<file path="config.mk">
export PLATFORM = sky130hd
export DESIGN_NAME = clkdiv_guard
export DESIGN_NICKNAME = d
export VERILOG_FILES = /design/src/rtl/clkdiv_pkg.sv /design/src/rtl/unlock_window.sv /design/src/rtl/period_gen.sv /design/src/rtl/clkdiv_guard.sv
export SDC_FILE = /design/constraint.sdc
export NUM_CORES = 1
export LEC_CHECK = 0
export ABC_CLOCK_PERIOD_IN_PS = 3650
export BUFFER_PORTS_ARGS = -buffer_cell sky130_fd_sc_hd__buf_2
export CAP_MARGIN = 20
export CORE_MARGIN = 1.5
export CORE_UTILIZATION = 55
export CTS_CLUSTER_DIAMETER = 200
export DETAILED_ROUTE_END_ITERATION = 6
export PLACE_DENSITY = 0.75
export SKIP_LAST_GASP = 1
export SYNTH_ARGS = -nofsm -noshare
export SYNTH_HDL_FRONTEND = slang
export SYNTH_SLANG_ARGS = --single-unit
</file>
<file path="constraint.sdc">
create_clock -name clk -period 3.65 [get_ports clk]
set_input_delay 0.73 -clock clk [delete_from_list [all_inputs] [get_ports clk]]
set_output_delay 0.73 -clock clk [all_outputs]
set_load 0.01 [all_outputs]
</file>
<file path="src/rtl/clkdiv_pkg.sv">
// Package: shared types for the guarded clock divider.
// Assumes: a control write is classified into exactly one kind per cycle.
package clkdiv_pkg;

    // Classification of one control-word write.
    typedef enum logic [1:0] {
        WR_NONE   = 2'd0,
        WR_UNLOCK = 2'd1,
        WR_DIVIDE = 2'd2,
        WR_DROP   = 2'd3
    } wr_kind_e;

endpackage

</file>
<file path="src/rtl/unlock_window.sv">
// Module: unlock_window
// Classifies control writes and runs the timed unlock window. It emits a
// load strobe with the new code when a legal divide write arrives inside the
// window.
// Assumes: the unlock bit is the MSB of wr_data and the code sits in the LSBs.
module unlock_window
    import clkdiv_pkg::*;
#(
    parameter int DATA_W    = 8,
    parameter int CODE_W    = 4,
    parameter int MAX_SHIFT = 8,
    parameter int WINDOW    = 4
) (
    input  logic              clk,
    input  logic              rst_n,
    input  logic              wr_en,
    input  logic [DATA_W-1:0] wr_data,
    output logic              win_open,
    output logic              code_ld,
    output logic [CODE_W-1:0] code_val
);

    localparam int WCNT_W = $clog2(WINDOW + 1);
    localparam logic [DATA_W-1:0] UNLOCK_WORD = {1'b1, {(DATA_W-1){1'b0}}};

    wr_kind_e          kind;
    logic [WCNT_W-1:0] left_q;

    // Decode the kind of write presented this cycle.
    always_comb begin
        if (!wr_en)
            kind = WR_NONE;
        else if (wr_data[DATA_W-1])
            kind = (wr_data == UNLOCK_WORD) ? WR_UNLOCK : WR_DROP;
        else
            kind = WR_DIVIDE;
    end

    assign win_open = (left_q != '0);
    assign code_val = wr_data[CODE_W-1:0];

    // Accept a divide write only inside the window and only for a legal code.
    always_comb begin
        code_ld = win_open && (kind == WR_DIVIDE)
                  && (int'(code_val) <= MAX_SHIFT);
    end

    // Window counter: loaded by an unlock while closed, counts down while open,
    // cleared by any divide write.
    always_ff @(posedge clk) begin
        if (!rst_n)
            left_q <= '0;
        else if (win_open) begin
            if (kind == WR_DIVIDE)
                left_q <= '0;
            else
                left_q <= left_q - WCNT_W'(1);
        end else if (kind == WR_UNLOCK)
            left_q <= WCNT_W'(WINDOW);
    end

endmodule

</file>
<file path="src/rtl/period_gen.sv">
// Module: period_gen
// Counts divided periods of 2^code cycles and pulses on the last cycle of
// each period. It holds a requested code until that pulse, so a running
// period is never shortened.
// Assumes: code_ld is raised only for codes 0..MAX_SHIFT.
module period_gen #(
    parameter int CODE_W       = 4,
    parameter int MAX_SHIFT    = 8,
    parameter int DEFAULT_CODE = 2
) (
    input  logic              clk,
    input  logic              rst_n,
    input  logic              code_ld,
    input  logic [CODE_W-1:0] code_val,
    output logic              tick,
    output logic [CODE_W-1:0] cur_code
);

    localparam int CNT_W = (MAX_SHIFT > 0) ? MAX_SHIFT : 1;

    logic [CNT_W-1:0]  cnt_q;
    logic [CNT_W-1:0]  term;
    logic [CODE_W-1:0] pend_q;
    logic              pend_vld_q;

    // Terminal count of the active period: 2^code - 1 as a mask of low ones.
    always_comb begin
        term = '0;
        for (int i = 0; i < CNT_W; i++)
            term[i] = (i < int'(cur_code));
    end

    assign tick = (cnt_q == term);

    // Advance the period counter and wrap it at the terminal count.
    always_ff @(posedge clk) begin
        if (!rst_n)
            cnt_q <= '0;
        else if (tick)
            cnt_q <= '0;
        else
            cnt_q <= cnt_q + CNT_W'(1);
    end

    // Hold a requested code and apply it at the period boundary.
    always_ff @(posedge clk) begin
        if (!rst_n) begin
            cur_code   <= CODE_W'(DEFAULT_CODE);
            pend_q     <= '0;
            pend_vld_q <= 1'b0;
        end else if (tick) begin
            if (code_ld)
                cur_code <= code_val;
            else if (pend_vld_q)
                cur_code <= pend_q;
            pend_vld_q <= 1'b0;
        end else if (code_ld) begin
            pend_q     <= code_val;
            pend_vld_q <= 1'b1;
        end
    end

endmodule

</file>
<file path="src/rtl/clkdiv_guard.sv">
// Module: clkdiv_guard (top)
// Power-of-two clock-enable divider whose factor can only be changed through
// a timed unlock followed by a divide write.
// Assumes: one control write per cycle at most; clk is the undivided clock.
module clkdiv_guard #(
    parameter int DATA_W       = 8,
    parameter int CODE_W       = 4,
    parameter int MAX_SHIFT    = 8,
    parameter int WINDOW       = 4,
    parameter int DEFAULT_CODE = 2
) (
    input  logic              clk,
    input  logic              rst_n,
    input  logic              wr_en,
    input  logic [DATA_W-1:0] wr_data,
    output logic              clk_en_out,
    output logic [CODE_W-1:0] div_code_out,
    output logic              unlock_open
);

    logic              code_ld;
    logic [CODE_W-1:0] code_val;

    unlock_window #(
        .DATA_W   (DATA_W),
        .CODE_W   (CODE_W),
        .MAX_SHIFT(MAX_SHIFT),
        .WINDOW   (WINDOW)
    ) u_window (
        .clk     (clk),
        .rst_n   (rst_n),
        .wr_en   (wr_en),
        .wr_data (wr_data),
        .win_open(unlock_open),
        .code_ld (code_ld),
        .code_val(code_val)
    );

    period_gen #(
        .CODE_W      (CODE_W),
        .MAX_SHIFT   (MAX_SHIFT),
        .DEFAULT_CODE(DEFAULT_CODE)
    ) u_period (
        .clk     (clk),
        .rst_n   (rst_n),
        .code_ld (code_ld),
        .code_val(code_val),
        .tick    (clk_en_out),
        .cur_code(div_code_out)
    );

endmodule

</file>
== Yosys cells after proc, flatten, opt, wreduce, memory -nomap -nowiden ==
Cells that the tools add are included.

* Register bits after elaboration: 20
* Bits of input ports: 11
* Output and inout port bits: 6
* Logic and storage cells: 38

* $add $sub $neg: 2
* Magnitude comparators: 9
* Equal/unequal tests: 4
* Multiplexer cells: 8
* Bitwise operators: 2
* Reduce and logical (&&, ||, !) cells: 8

{| class="wikitable"
|+ Operator list
! kind !! number
|-
| $lt 3x4->1 const A || 4
|-
| $mux 3 || 3
|-
| $add 8x1->8 const B || 1
|-
| $eq 8x8->1 || 1
|-
| $eq 8x8->1 const B || 1
|-
| $lt 1x4->1 const A || 2
|-
| $lt 2x4->1 const A || 2
|-
| $mux 4 || 2
|-
| $mux 2 || 3
|-
| $le 4x4->1 const B || 1
|-
| $reduce_and 2->1 || 2
|-
| $reduce_bool 2->1 || 2
|-
| $reduce_bool 3->1 || 1
|-
| $sub 3x1->3 const B || 1
|-
| $eq 2x1->1 const B || 1
|-
| $eq 2x2->1 const B || 1
|-
| $logic_and 1x1->1 || 2
|-
| $not 1->1 || 2
|-
| $reduce_or 2->1 || 1
|}

== Depth between registers and ports, before layout ==
* Depth in word-level cells: 9
* Gate-level depth with buffers: 9

== By module ==
A second synthesis with hierarchy kept.

* Cell total of the unflattened synthesis: 131
* Area total of the unflattened synthesis: 1144.8 µm²

{| class="wikitable"
|+ By module, submodules not included
! module !! instances !! cells an instance !! area each (µm²) !! seq. area each (µm²)
|-
| period_gen || 1 || 104 || 907.1 || 340.3
|-
| unlock_window || 1 || 27 || 237.7 || 60.1
|}

== Worst setup path before layout ==
Ideal clock, no wire load.

* Path kind: input-to-reg
* Start point: in wr_data[7]
* End point: reg u_period.cur_code[1]
* Library setup time: 0.121 ns
* Data arrival time: 1.997 ns
* Data required time: 3.529 ns
* Path slack: 1.532 ns
* Cell stages on the path: 6
* Path buffers: 1
* Cells stage by stage: or3b_1 -> buf_2 -> a21o_1 -> nor2b_4 -> nand3b_4 -> mux2_4

* Cells in the longest elaborated chain, start to end: 9

{| class="wikitable"
|+ RTL lines
! element !! line !! text
|-
| start: declaration || clkdiv_guard.sv:15 || <nowiki>input logic [DATA_W-1:0] wr_data,</nowiki>
|-
| $eq 8x8->1 || unlock_window.sv:34 || <nowiki>kind = (wr_data == UNLOCK_WORD) ? WR_UNLOCK : WR_DROP;</nowiki>
|-
| $mux 2 || unlock_window.sv:34 ||
|-
| $mux 2 (*) || unlock_window.sv:33 || <nowiki>else if (wr_data[DATA_W-1])</nowiki>
|-
| $mux 2 (*) || unlock_window.sv:31 || <nowiki>if (!wr_en)</nowiki>
|-
| $eq 2x2->1 (*) || unlock_window.sv:44 || <nowiki>code_ld = win_open && (kind == WR_DIVIDE)</nowiki>
|-
| $logic_and 1x1->1 (*) || unlock_window.sv:44 ||
|-
| $logic_and 1x1->1 (*) || unlock_window.sv:45 || <nowiki>&& (int'(code_val) <= MAX_SHIFT);</nowiki>
|-
| $reduce_bool 2->1 (no source line) || - ||
|-
| $reduce_and 2->1 (no source line) || - ||
|-
| end signal: assignment || period_gen.sv:48 || <nowiki>cur_code <= CODE_W'(DEFAULT_CODE);</nowiki>
|-
| end signal: assignment || period_gen.sv:53 || <nowiki>cur_code <= code_val;</nowiki>
|-
| end signal: assignment || period_gen.sv:55 || <nowiki>cur_code <= pend_q;</nowiki>
|-
| end: declaration || period_gen.sv:16 || <nowiki>output logic [CODE_W-1:0] cur_code</nowiki>
|}

Mark *: on every way between the ends. The rest lies on a longest branch, timed or not.
A chain may end at the register's enable or synchronous reset.

== Worst setup path in the final report ==
* Start point: reg u_period.cur_code[2]
* End point: out clk_en_out

* Cells in the longest elaborated chain, start to end: 2

{| class="wikitable"
|+ RTL lines
! element !! line !! text
|-
| $lt 1x4->1 (tied with other cells) || period_gen.sv:30 || <nowiki>term[i] = (i < int'(cur_code));</nowiki>
|-
| $eq 8x8->1 (*) || period_gen.sv:33 || <nowiki>assign tick = (cnt_q == term);</nowiki>
|-
| end: declaration || clkdiv_guard.sv:16 || <nowiki>output logic clk_en_out,</nowiki>
|}

Marks and branches as above.

==> impl_metrics.json <==
{
  "synth-compound-area-share": 0.151,
  "setup_viol": 0,
  "syn-cell-area_um2": 1170,
  "outcome": "complete, no violations",
  "cp-end-kind": "primary output",
  "cts_max_level": 1,
  "globalRoute.totalOverflow": 0,
  "routedWlPerCell_um": 12.9,
  "synth-adder-area-share": 0.0321,
  "diodes": 0,
  "total_power_w": 0.000620,
  "max_slew_margin": 0.732,
  "cts_sinks": 20,
  "syn_avg_cell_area_um2": 8.80,
  "grt_setup_unrepaired": "no",
  "synth_largest_area_cell": "dfxtp_1",
  "power.internal_w": 0.000433,
  "holdBufCountCts": 0,
  "dp_hpwl_um": 1630,
  "io_buffers": 16,
  "vias": 973,
  "synth_top_area_share": 0.342,
  "die_x_um": 49.1,
  "ys_seq_area_frac": 0.342,
  "boundaryPins": 17,
  "yosys_warnings": 0,
  "track_usage": 0.204,
  "hp-class": "flip-flop to flip-flop",
  "start_kind": "flip-flop",
  "synth_mux_area_frac": 0.0727,
  "drive_above_1_share": 0.185,
  "reg2reg_slack_ns": 1.42,
  "routed_via_density": 5.62,
  "routabilityCongestion": 0.819,
  "ys_top_cells_by_area": "dfxtp_1 (34%), mux2i_1 (6.0%), xor2_1 (5.2%), nor2_1 (5.1%), nand2_1 (3.9%)",
  "r2r_cells": 8,
  "clock_skew_ns": 0.00655,
  "worstReg2RegStart": "u_window.left_q[0]",
  "core_area_um2": 1980,
  "postCtsResizedCells": 0,
  "final_util": 0.652,
  "fin_hold_ws_ns": 0.469,
  "ys_ff_latch": 20,
  "cts_buffer_depth": 2,
  "fp.dieH_um": 49.1,
  "drt_first_pass_iters": 4,
  "numCtsBuffers": 3,
  "synthXorXnorAreaFrac": 0.0824,
  "fin_crit_sh": 0.715,
  "arrival_ns": 1.88,
  "wl_um": 2240,
  "max_freq_mhz": 383,
  "drv_slew": 0,
  "fin_crit_ns": 2.61,
  "power_density_nw_per_um2": 480,
  "worstPathMaxFanout": 11,
  "worst_slew_pin_slew_ns": 0.398,
  "startpoint": "u_period.cur_code[2]",
  "die_area_um2": 2410,
  "first_global_vias": 890,
  "synthCells": 133,
  "fin_setup_tns_ns": 0,
  "drt_iter0_drc": 25,
  "p_sw_w": 0.000187,
  "cts_tree": "yes",
  "crit_required_ns": 2.92,
  "synth_top_family_by_area": "simple AND/OR/NAND/NOR gates",
  "leakage_nw": 0.552,
  "grt_pass1_wl_um": 3830,
  "synth_fp_nets": 147,
  "netlist-cell-type-count": 40,
  "route.detailed.drc": 0,
  "antenna_found_initial": 0,
  "switching_share": 0.301,
  "fill_cells": 182,
  "start_util": 0.590,
  "clk_pin_slew_ns": 0.12,
  "areaGrowthSynthToFinish_pct": 10.4,
  "worst_skew_pair.late_latency_ns": 0.31,
  "ir_worst_vdd_v": 0.000371,
  "combPwrFrac": 0.290,
  "post-cts-setup-buffers": 0,
  "setup.worst_path.end": "clk_en_out",
  "timing_hold_violations_final": 0,
  "synth-simple-area-share": 0.262,
  "grt_max_degree": 21,
  "critPathKind": "flip-flop to primary output",
  "drv_cap": 0,
  "layout.nets": 161,
  "num_rows": 16,
  "power_frac_seq": 0.415,
  "ant_nets": 0,
  "regToRegEndpoint": "u_period.cur_code[1]",
  "cts-root-buf": "clkbuf_4",
  "min_from": "u_period.pend_q[2]",
  "clock_power_share": 0.295
}
stage by stage:
stage          worst slack [ns]  instance area (um^2)  std cells
2_1_floorplan              1.53                  1170        133
3_3_place_gp               1.38                  1240        169
3_5_place_dp               1.37                  1240        169
4_1_cts                    1.02                  1290        173
5_1_grt                   0.919                  1290        173
6_report                   1.04                  1290        173
placed cells by master (no fill, tap or decap), drive strengths merged, types with 2 or more instances in the layout:
cell type	n
and3	2
xor2	7
nor2	16
clkbuf	3
inv	6
and2	3
o221ai	3
o21a	3
a21o	2
nand2	12
nor3	2
nand2b	4
nand3	8
xnor2	4
mux2i	7
ha	3
dfxtp	20
buf	16
o21ai	5
per-layer routing:
layer,global-route usage,vias up,share of wire
met3,0.0368,4,0.026
met4,0.0810,0,0.011
met1,0.289,459,0.51
met5,0,-,0
met2,0.306,18,0.45
li1,-,492,-
how the worst min path moves through the flow:
stage,to,slack [ns],cells after the start
finish,u_period.pend_q[2],0.47,2
global route,u_period.pend_q[2],0.48,2
CTS,u_period.pend_q[2],0.47,2
detailed placement,u_period.pend_q[2],0.45,2
global placement,u_period.pend_q[2],0.45,2
floorplan,u_period.pend_q[2],0.43,2
kinds of logic (layout without fill, tap and decap cells):
kind of cell / Yosys count / after routing
flip-flops: 20 / 20
buffers and inverters: 13 / 26
XOR/XNOR: 11 / 11
adder cells (fa/ha/maj): 3 / 3
AND/OR/NAND/NOR: 55 / 55
AO/OA/AOI/OAI: 23 / 23
multiplexers: 8 / 8
registers in the layout, indices dropped and copies added (netlist names):
name,cells
u_period.cnt_q,8
u_period.cur_code,4
u_period.pend_q,4
u_window.left_q,3
u_period.pend_vld_q,1
area by class of cell:
cell class              instances  area, um^2  area share
multi-input cells             100         702       0.544
inverters                       6        22.5      0.0174
clock buffers                   3        22.5      0.0174
repair buffers                 16        80.1      0.0620
clock inverters                 1        30.0      0.0233
flip-flops and latches         20         400       0.310
well taps                      27        33.8      0.0262
synth_stat cells, drive strengths merged:
library cell	count
o21ai	5
ha	3
or4b	1
buf	5
or3b	1
nand3	8
a211oi	1
o21a	3
and3	2
mux2	1
mux2i	7
xor2	7
nand3b	1
a21oi	1
o31a	1
nand2b	4
a21o	2
nand2	12
a31oi	1
dfxtp	20
nor4	1
clkbuf	2
o32ai	1
a21bo	1
or3	1
a22oi	1
nor2b	1
nor2	16
inv	6
xnor2	4
nor3	2
o211ai	1
nor3b	1
a32oi	1
and2	3
o22ai	1
o221ai	3
nand4bb	1
power groups by stage:
stage          clock (W)  combinational [W]  sequential (W)
3_3_place_gp           0           0.000166        0.000261
5_1_grt         0.000195           0.000200        0.000260
4_1_cts         0.000186           0.000179        0.000257
2_1_floorplan          0           0.000136        0.000258
3_5_place_dp           0           0.000173        0.000262
6_report        0.000183           0.000180        0.000257
worst max-delay path: stages, from the launching register on:
cell	delay (ns)
dfxtp_1	0.58
o21a_1	0.19
o211ai_1	0.10
a32oi_2	0.39
and2_1	0.19
buf_2	0.12
No activity file was read; power rests on OpenSTA's default activity.
